<file path="src/rtl/serial_rx_pkg.sv">
package serial_rx_pkg;
  typedef enum logic [2:0] {
    RX_IDLE, RX_START, RX_DATA, RX_STOP1, RX_STOP2
  } rx_state_e;

  localparam int unsigned STAT_W   = 2;
  localparam int unsigned FLAG_RDF = 0;
  localparam int unsigned FLAG_FER = 1;
  localparam logic ADDR_STAT = 1'b0;
  localparam logic ADDR_DATA = 1'b1;
endpackage

</file>
<file path="src/rtl/serial_rx_core.sv">
module serial_rx_core
  import serial_rx_pkg::*;
#(
  parameter int unsigned DATA_W   = 8,
  parameter int unsigned OVS      = 16,
  parameter int unsigned SYNC_STG = 2
) (
  input  logic              clk_i,
  input  logic              rst_ni,
  input  logic              standby_i,
  input  logic              rx_i,
  input  logic              tick_i,
  input  logic              en_i,
  input  logic              hold_i,
  input  logic              two_stop_i,
  output logic              start_o,
  output logic              done_o,
  output logic              stop_ok_o,
  output logic [DATA_W-1:0] data_o
);
  localparam int unsigned CNT_W = $clog2(OVS);
  localparam int unsigned BIT_W = $clog2(DATA_W);
  localparam logic [CNT_W-1:0] CNT_MID  = CNT_W'(OVS / 2 - 1);
  localparam logic [CNT_W-1:0] CNT_LAST = CNT_W'(OVS - 1);
  localparam logic [BIT_W-1:0] BIT_LAST = BIT_W'(DATA_W - 1);

  logic [SYNC_STG-1:0] sync_q;
  logic                rx_s;
  rx_state_e           state_q, state_d;
  logic [CNT_W-1:0]    cnt_q, cnt_d;
  logic [BIT_W-1:0]    bit_q, bit_d;
  logic [DATA_W-1:0]   shift_q, shift_d;

  always_ff @(posedge clk_i or negedge rst_ni) begin
    if (!rst_ni) sync_q <= '1;
    else         sync_q <= {sync_q[SYNC_STG-2:0], rx_i};
  end
  assign rx_s = sync_q[SYNC_STG-1];

  always_comb begin
    state_d   = state_q;
    cnt_d     = cnt_q;
    bit_d     = bit_q;
    shift_d   = shift_q;
    start_o   = 1'b0;
    done_o    = 1'b0;
    stop_ok_o = 1'b0;
    if (standby_i || !en_i) begin
      state_d = RX_IDLE;
      cnt_d   = '0;
    end else if (tick_i) begin
      cnt_d = cnt_q + 1'b1;
      unique case (state_q)
        RX_IDLE: begin
          cnt_d = '0;
          if (!rx_s && !hold_i) begin
            state_d = RX_START;
            start_o = 1'b1;
          end
        end
        RX_START: if (cnt_q == CNT_MID) begin
          cnt_d   = '0;
          bit_d   = '0;
          state_d = rx_s ? RX_IDLE : RX_DATA;
        end
        RX_DATA: if (cnt_q == CNT_LAST) begin
          cnt_d   = '0;
          shift_d = {rx_s, shift_q[DATA_W-1:1]};
          if (bit_q == BIT_LAST) state_d = RX_STOP1;
          else                   bit_d   = bit_q + 1'b1;
        end
        RX_STOP1: if (cnt_q == CNT_LAST) begin
          cnt_d     = '0;
          done_o    = 1'b1;
          stop_ok_o = rx_s;
          state_d   = two_stop_i ? RX_STOP2 : RX_IDLE;
        end
        RX_STOP2: if (cnt_q == CNT_LAST) begin
          cnt_d   = '0;
          state_d = RX_IDLE;
        end
        default: state_d = RX_IDLE;
      endcase
    end
  end

  always_ff @(posedge clk_i or negedge rst_ni) begin
    if (!rst_ni) begin
      state_q <= RX_IDLE;
      cnt_q   <= '0;
      bit_q   <= '0;
      shift_q <= '0;
    end else begin
      state_q <= state_d;
      cnt_q   <= cnt_d;
      bit_q   <= bit_d;
      shift_q <= shift_d;
    end
  end

  assign data_o = shift_q;
endmodule

</file>
<file path="src/rtl/serial_rx_regs.sv">
module serial_rx_regs
  import serial_rx_pkg::*;
#(
  parameter int unsigned DATA_W = 8
) (
  input  logic              clk_i,
  input  logic              rst_ni,
  input  logic              standby_i,
  input  logic              addr_i,
  input  logic              rd_i,
  input  logic              wr_i,
  input  logic [STAT_W-1:0] wdata_i,
  input  logic              done_i,
  input  logic              stop_ok_i,
  input  logic [DATA_W-1:0] data_i,
  output logic [DATA_W-1:0] rdata_o,
  output logic [STAT_W-1:0] flags_o
);
  logic              wr_stat, rd_stat;
  logic [STAT_W-1:0] flag_q, flag_d, arm_q, arm_d, set_ev;
  logic [DATA_W-1:0] rdr_q;

  assign wr_stat = wr_i && (addr_i == ADDR_STAT);
  assign rd_stat = rd_i && (addr_i == ADDR_STAT);
  assign set_ev[FLAG_RDF] = done_i &&  stop_ok_i;
  assign set_ev[FLAG_FER] = done_i && !stop_ok_i;

  for (genvar g = 0; g < STAT_W; g++) begin : g_flag
    always_comb begin
      flag_d[g] = flag_q[g];
      arm_d[g]  = arm_q[g];
      if (wr_stat) begin
        arm_d[g] = 1'b0;
        if (arm_q[g] && !wdata_i[g]) flag_d[g] = 1'b0;
      end else if (rd_stat && flag_q[g]) begin
        arm_d[g] = 1'b1;
      end
      if (set_ev[g]) flag_d[g] = 1'b1;  // hardware set wins
      if (standby_i) begin
        flag_d[g] = 1'b0;
        arm_d[g]  = 1'b0;
      end
    end
  end

  always_ff @(posedge clk_i or negedge rst_ni) begin
    if (!rst_ni) begin
      flag_q <= '0;
      arm_q  <= '0;
      rdr_q  <= '0;
    end else begin
      flag_q <= flag_d;
      arm_q  <= arm_d;
      if (done_i) rdr_q <= data_i;
    end
  end

  assign rdata_o = (addr_i == ADDR_DATA) ? rdr_q : DATA_W'(flag_q);
  assign flags_o = flag_q;
endmodule

</file>
<file path="src/rtl/serial_rx_stat.sv">
module serial_rx_stat
  import serial_rx_pkg::*;
#(
  parameter int unsigned DATA_W   = 8,
  parameter int unsigned OVS      = 16,
  parameter int unsigned SYNC_STG = 2
) (
  input  logic              clk_i,
  input  logic              rst_ni,
  input  logic              standby_i,
  input  logic              rx_i,
  input  logic              tick_i,
  input  logic              rx_en_i,
  input  logic              two_stop_i,
  input  logic              reg_addr_i,
  input  logic              reg_rd_i,
  input  logic              reg_wr_i,
  input  logic [1:0]        reg_wdata_i,
  output logic [DATA_W-1:0] reg_rdata_o,
  output logic              rdf_o,
  output logic              fer_o
);
  logic              start_w, done_w, stop_ok_w;
  logic [DATA_W-1:0] data_w;
  logic [STAT_W-1:0] flags_w;

  serial_rx_core #(.DATA_W(DATA_W), .OVS(OVS), .SYNC_STG(SYNC_STG)) u_core (
    .clk_i, .rst_ni, .standby_i, .rx_i, .tick_i,
    .en_i       (rx_en_i),
    .hold_i     (flags_w[FLAG_FER]),
    .two_stop_i,
    .start_o    (start_w),
    .done_o     (done_w),
    .stop_ok_o  (stop_ok_w),
    .data_o     (data_w)
  );

  serial_rx_regs #(.DATA_W(DATA_W)) u_regs (
    .clk_i, .rst_ni, .standby_i,
    .addr_i    (reg_addr_i),
    .rd_i      (reg_rd_i),
    .wr_i      (reg_wr_i),
    .wdata_i   (reg_wdata_i),
    .done_i    (done_w),
    .stop_ok_i (stop_ok_w),
    .data_i    (data_w),
    .rdata_o   (reg_rdata_o),
    .flags_o   (flags_w)
  );

  assign rdf_o = flags_w[FLAG_RDF];
  assign fer_o = flags_w[FLAG_FER];
endmodule

</file>
<file path="config.mk">
export PLATFORM = sky130hd
export DESIGN_NAME = serial_rx_stat
export DESIGN_NICKNAME = d
export VERILOG_FILES = /design/src/rtl/serial_rx_pkg.sv /design/src/rtl/serial_rx_core.sv /design/src/rtl/serial_rx_regs.sv /design/src/rtl/serial_rx_stat.sv
export SDC_FILE = /design/constraint.sdc
export NUM_CORES = 1
export LEC_CHECK = 0
export ABC_AREA = 0
export BUFFER_PORTS_ARGS = -buffer_cell sky130_fd_sc_hd__buf_2
export CORE_ASPECT_RATIO = 1.25
export CORE_MARGIN = 8
export CORE_UTILIZATION = 40
export DETAILED_ROUTE_END_ITERATION = 8
export GPL_ROUTABILITY_DRIVEN = 0
export PLACE_DENSITY = 0.56
export SYNTH_ARGS = -nofsm -noshare
export SYNTH_HDL_FRONTEND = slang
export SYNTH_SLANG_ARGS = --single-unit
</file>
<file path="constraint.sdc">
create_clock -name clk_i -period 2.5 [get_ports clk_i]
set_input_delay 0.375 -clock clk_i [delete_from_list [all_inputs] [get_ports clk_i]]
set_output_delay 0.375 -clock clk_i [all_outputs]
set_load 0.01 [all_outputs]
</file>
==> run metrics, run 1 <==
outcome=finished, final reports clean; critical path peak fanout=14; Worst-Margin Slew=711.4 ps; reg2reg path depth=3; routed vias/inst=5.182; share of layout cells above drive strength 1=33.75%; pre-CTS WS=642.3 ps; worst min-delay path category=in2async; vias in the first global route=1,181; headroom to the max-slew limit=52.57%; peak supply drop=0.0003119 V; Seq cells post-synth=32; largest net degree at the start of global routing=33; unrepaired setup endpoints after global routing=no; fillcell total=368; critical path's slowest cell=dfrtp_1; DRC viols=0; Total GRT Usage=11.26%; crit share post-route=74.27%; cts hold-fix bufs=0; Logic pwr share=4.4%; Layout Skew=5.770 ps; switching portion of total power=22.12%; crit-path max cell delay=520 ps; first-pass GRT wire length=5499 um; average size of a mapped cell=11.78 um2; nets=174; async set or reset register ratio after synthesis=100.0%; family with the most delay on the worst path=simple AND/OR/NAND/NOR gates; io pins=22; Critical Path RT=2660 ps; maximum root-to-sink buffer count=2; Final HPWL DP=2323 um; Startpoint Class=register; Synth top area share=46.88%; Initial Util=41.97%; Max Clk Rate=538.6 MHz; H-tree levels=2; Main synth FF type=dfrtp_1; Worst EP arrival=2020 ps; Setup WS post-layout=643.4 ps; routed length per instance=14.88 um; Area contributors post-synth=dfrtp_1 47%, mux2_2 13%, dfstp_2 3.3%; setup_tns=0 ps; Die Wd=72.60 um; final hold viol count=0; Leak=0.9220 nW; Vias=1,109; Worst setup EP type=register; Port Buffer Count=21; Final Slew Violations=0; Syn Nets=151; ant diodes=0; CTS clk-pin slew, worst paths=60 ps; sequential share of the synthesized area=50.16%; setup violators final=0; Row Count=25; cells resized by post-CTS repair=0; Post-synth EDFFs=0; grt total ovfl=0; Post-Syn Area=1602 um2; die area=6297 um2; Iteration-0 DRC Markers=75; CTS root buffer=clkbuf_8; CP bufs+invs=0; sw power=0.2079 mW; critical-path cell list=or3b_4 -> nor3_4 -> mux2_2; Post-synth top cells=30 x dfrtp_1, 19 x mux2_2, 8 x nand2_1, 7 x nor3_1; Post-CTS Setup Bufs=0; ANT nets after route=0; CTS tree=done; Placeable Area=3816 um2; Num CTS Buffers=5; pwr/cell area=512.9 nW/um2; most frequent cell after synthesis=dfrtp_1; post-layout min period=1857 ps; clock latency on the worst-skew pair=280 ps; clock sink count=32; final core utilization=48.00%; synth unique cells=39; Internal Power=0.7317 mW; Flop pwr share=56.0%; clock share of power=39.5%; YS warnings=0; area delta synth->final=14.38%; total wire length=3185 um; initial antenna violation count=0; number of cells on the critical path=3; drt pass-1 iters=4; DP Area=1750 um2; post-route cell area=1832 um2; CP Class=reg2reg; cells after synthesis=136; Yosys top cell by area=dfrtp_1; Die H=86.75 um; maxcap violations=0
==> path summary, 6_finish.rpt <==
kind,slack [ps],to,start
max,640,u_core.data_o[6],u_core.state_q[0]
min,140,u_core.cnt_q[2],rst_ni
max reg2reg,640,u_core.data_o[6],u_core.state_q[0]
min reg2reg,360,u_core.sync_q[1],u_core.sync_q[0]
max in group asynchronous,1900,u_regs.rdr_q[6],rst_ni
min in group clk_i,190,u_core.sync_q[0],rx_i
==> cells by family after synthesis <==
kind of cell / synth area share [%]
mux: 17.19
simple gates: 22.03
flops: 50.16
buf+inv: 1.953
compound gates: 6.329
fa+ha+maj: 2.344
==> per-stage QoR <==
stage,hold WS [ps],total power [mW],std cells
2_1_floorplan,79.41,0.5525,136
3_3_place_gp,349.1,0.5781,206
3_5_place_dp,349.1,0.5789,206
4_1_cts,172.2,0.9578,214
5_1_grt,181.9,0.9824,214
6_report,142.9,0.9396,214
==> layout by cell type (no fill, tap or decap), types with 2 or more instances in the layout <==
cell type,Yosys,routed
a21oi_1,4,4
nor2_1,6,6
inv_1,2,2
buf_2,4,21
mux2_2,19,19
nor2b_1,5,5
dfrtp_1,30,30
and2_1,6,6
nand3_1,2,2
nor3_4,2,2
nand4_1,2,2
nor3_1,7,7
clkbuf_8,0,5
dfstp_2,2,2
mux2i_1,5,5
nor3b_1,3,3
a211o_1,2,2
ha_1,3,3
clkbuf_1,1,2
nand2_1,8,8
o21ai_0,2,2
nand3b_1,3,3
==> area by class of cell <==
| class | count | area [um2] | area share [%] |
|---|---|---|---|
| well taps | 54 | 67.56 | 3.689 |
| repair buffers | 21 | 105.1 | 5.738 |
| multi-input cells | 97 | 767.0 | 41.87 |
| clock inverters | 1 | 5.005 | 0.2732 |
| inverters | 2 | 7.507 | 0.4098 |
| flip-flops and latches | 32 | 803.3 | 43.85 |
| clock buffers | 7 | 76.32 | 4.167 |
==> power by group through the flow <==
stage	clock (mW)	sequential [mW]	combinational [mW]
after floorplan	0	0.533	0.0196
after global placement	0	0.536	0.0425
after detailed placement	0	0.536	0.0433
after CTS	0.388	0.526	0.0433
after global routing	0.408	0.526	0.0480
final	0.371	0.526	0.0418
==> state kept, by name, indices dropped and copies added, names as in the netlist <==
| signal | count |
|---|---|
| u_core.data_o | 8 |
| u_regs.rdr_q | 8 |
| u_core.sync_q | 2 |
| u_core.bit_q | 3 |
| u_regs.arm_q | 2 |
| u_core.state_q | 3 |
| u_regs.flags_o | 2 |
| u_core.cnt_q | 4 |
==> routing by layer <==
layer / up-vias / share of wire [%] / global-route usage (%)
met5: - / 0 / 0
met2: 21 / 49 / 18.92
met1: 533 / 45 / 12.54
met4: 0 / 2.3 / 5.474
met3: 9 / 3.8 / 3.349
li1: 546 / - / -
Power figures use the tool's default switching activity.
==> inputs of run 2 (changes only) <==
ABC_AREA = 1   (was 0)
clock period = 1.9 ns   (was 2.5 ns; I/O delays follow)
==> run metrics, run 2 <==
Final HPWL DP=2439 um; Post-synth EDFFs=0; routed length per instance=11.84 um; outcome=finished, final reports clean; DRC viols=0; worst min-delay path category=in2async; sw power=0.3085 mW; clock share of power=39.5%; Total Power=1.282 mW; maxcap violations=0; CP Class=reg2reg; clock sink count=32; Internal Power=0.9735 mW; die area=6376 um2; cells resized by post-CTS repair=0; switching portion of total power=24.06%; cts hold-fix bufs=0; ant diodes=0; total wire length=3281 um; share of layout cells above drive strength 1=22.17%; Post-CTS Setup Bufs=0; CTS root buffer=clkbuf_8; Syn Nets=210; Startpoint Class=register; Worst setup EP type=register; Die Wd=73.04 um; pwr/cell area=690.4 nW/um2; Layout Skew=9.411 ps; peak supply drop=0.0005209 V; critical path peak fanout=15; most common cell after layout, fill and taps aside=nand2_1; Placeable Area=4001 um2; Area contributors post-synth=dfrtp_1 46%, nand2_1 14%, inv_1 6.7%; Initial Util=40.65%; Main synth FF type=dfrtp_1; RR Startpoint=u_core.cnt_q[0]; Num CTS Buffers=5; commonest non-fill, non-tap cells in the layout=60 x nand2_1, 30 x dfrtp_1, 29 x inv_1; Die H=87.30 um; sequential share of the synthesized area=49.38%; Flop pwr share=54.6%; Vias=1,258; Post-Syn Area=1627 um2; Row Count=26; Max Clk Rate=633.5 MHz; maximum root-to-sink buffer count=2; initial antenna violation count=0; CTS tree=done; CTS clk-pin slew, worst paths=70 ps; Total GRT Usage=11.59%; Post-synth top cells=60 x nand2_1, 30 x dfrtp_1, 29 x inv_1, 15 x o21ai_0, 14 x nand3_1; Logic pwr share=5.9%; nets=235; largest net degree at the start of global routing=33; Yosys top cell by area=dfrtp_1; drt pass-1 iters=4; Port Buffer Count=21; routed vias/inst=4.542; Iteration-0 DRC Markers=93; Final Slew Violations=0; Leak=0.9759 nW; io pins=22; final hold viol count=0; ANT nets after route=0; synth unique cells=24; Synth top area share=46.15%; crit share post-route=83.09%; clock latency on the worst-skew pair=290 ps; start point of the critical path=u_core.cnt_q[0]; YS warnings=0; post-layout min period=1579 ps; vias in the first global route=1,249; most frequent cell after synthesis=nand2_1; Seq cells post-synth=32; async set or reset register ratio after synthesis=100.0%; setup_tns=0 ps; area delta synth->final=14.15%; fillcell total=417; setup violators final=0; H-tree levels=2; first-pass GRT wire length=5692 um; Worst-Margin Slew=718.3 ps; headroom to the max-slew limit=52.11%; cells after synthesis=195; Critical Path RT=2060 ps; unrepaired setup endpoints after global routing=no; average size of a mapped cell=8.341 um2; grt total ovfl=0; Worst EP arrival=1740 ps
==> run 2: cell count changes after synthesis, moves of 6 or more <==
| cell | delta |
|---|---|
| inv_1 | +27 |
| nor3_1 | -6 |
| nand3_1 | +12 |
| mux2_2 | -19 |
| o21ai_2 | +8 |
| nand2_1 | +52 |
| o21ai_0 | +13 |
| and2_1 | -6 |
==> run 2: logic make-up (layout without fill, tap and decap cells) <==
group                      Yosys count  in the layout  synth area share, %
adders and majority gates            3              3                2.308
xor gates and xnor gates             1              1               0.5386
buffers and inverters               35             61                8.999
AOI/OAI and AO/OA                   31             31                11.85
DFF                                 32             32                49.38
and+or+nand+nor                     93             93                26.92
==> run 2: power groups by stage <==
stage / registers (mW) / logic (mW) / clock network (mW)
floorplan: 0.710 / 0.0395 / 0
global placement: 0.712 / 0.0781 / 0
detailed placement: 0.712 / 0.0793 / 0
CTS: 0.699 / 0.0791 / 0.528
global route: 0.701 / 0.0885 / 0.556
finish: 0.700 / 0.0759 / 0.506
==> run 2: cell type report <==
cell class | count | area [um2] | area share [%]
sequential | 32 | 803.3 | 43.26
multi-input combinational | 128 | 676.9 | 36.46
inverter | 32 | 120.1 | 6.469
timing repair buffer | 21 | 105.1 | 5.660
clock buffer | 7 | 76.32 | 4.111
tap | 56 | 70.07 | 3.774
clock inverter | 1 | 5.005 | 0.2695
==> run 2: metrics by stage <==
step | utilization, % | setup WS, ps | area [um2] | hold slack (ps) | std cells
global placement | 44.37 | 383.8 | 1775 | 345.7 | 269
floorplan | - | 466.1 | 1627 | -10.59 | 195
finish | 46.40 | 321.3 | 1857 | 41.85 | 277
CTS | 46.40 | 317.4 | 1857 | 75.55 | 277
global route | 46.40 | 179.1 | 1857 | 87.10 | 277
detailed placement | 44.37 | 342.6 | 1775 | 349.3 | 269
==> run 2: layer usage <==
| layer | up-vias | part of all wire [%] | global-route usage [%] |
|---|---|---|---|
| li1 | 664 | - | - |
| met1 | 574 | 45 | 12.75 |
| met2 | 15 | 50 | 19.56 |
| met3 | 5 | 3.1 | 3.687 |
| met4 | 0 | 1.9 | 5.474 |
| met5 | - | 0 | 0 |
==> run 2: final timing paths <==
check	endpoint	slack (ps)	cells past startpoint
hold / removal	u_regs.arm_q[0]	40	1
setup reg to reg	u_regs.rdr_q[1]	320	8
setup / recovery	u_regs.rdr_q[1]	320	8
hold reg to reg	u_core.sync_q[1]	360	0
min in group clk_i	u_core.sync_q[0]	100	1
max in group asynchronous	u_regs.rdr_q[1]	1380	1
==> run 2: worst max-delay path, cell delays in order, from the launching register on <==
cell	delay (ps)
dfrtp_1	380
ha_1	190
nand2_1	90
nor2_2	140
inv_1	110
nor3_4	190
inv_2	180
nand2_1	120
o21ai_2	50
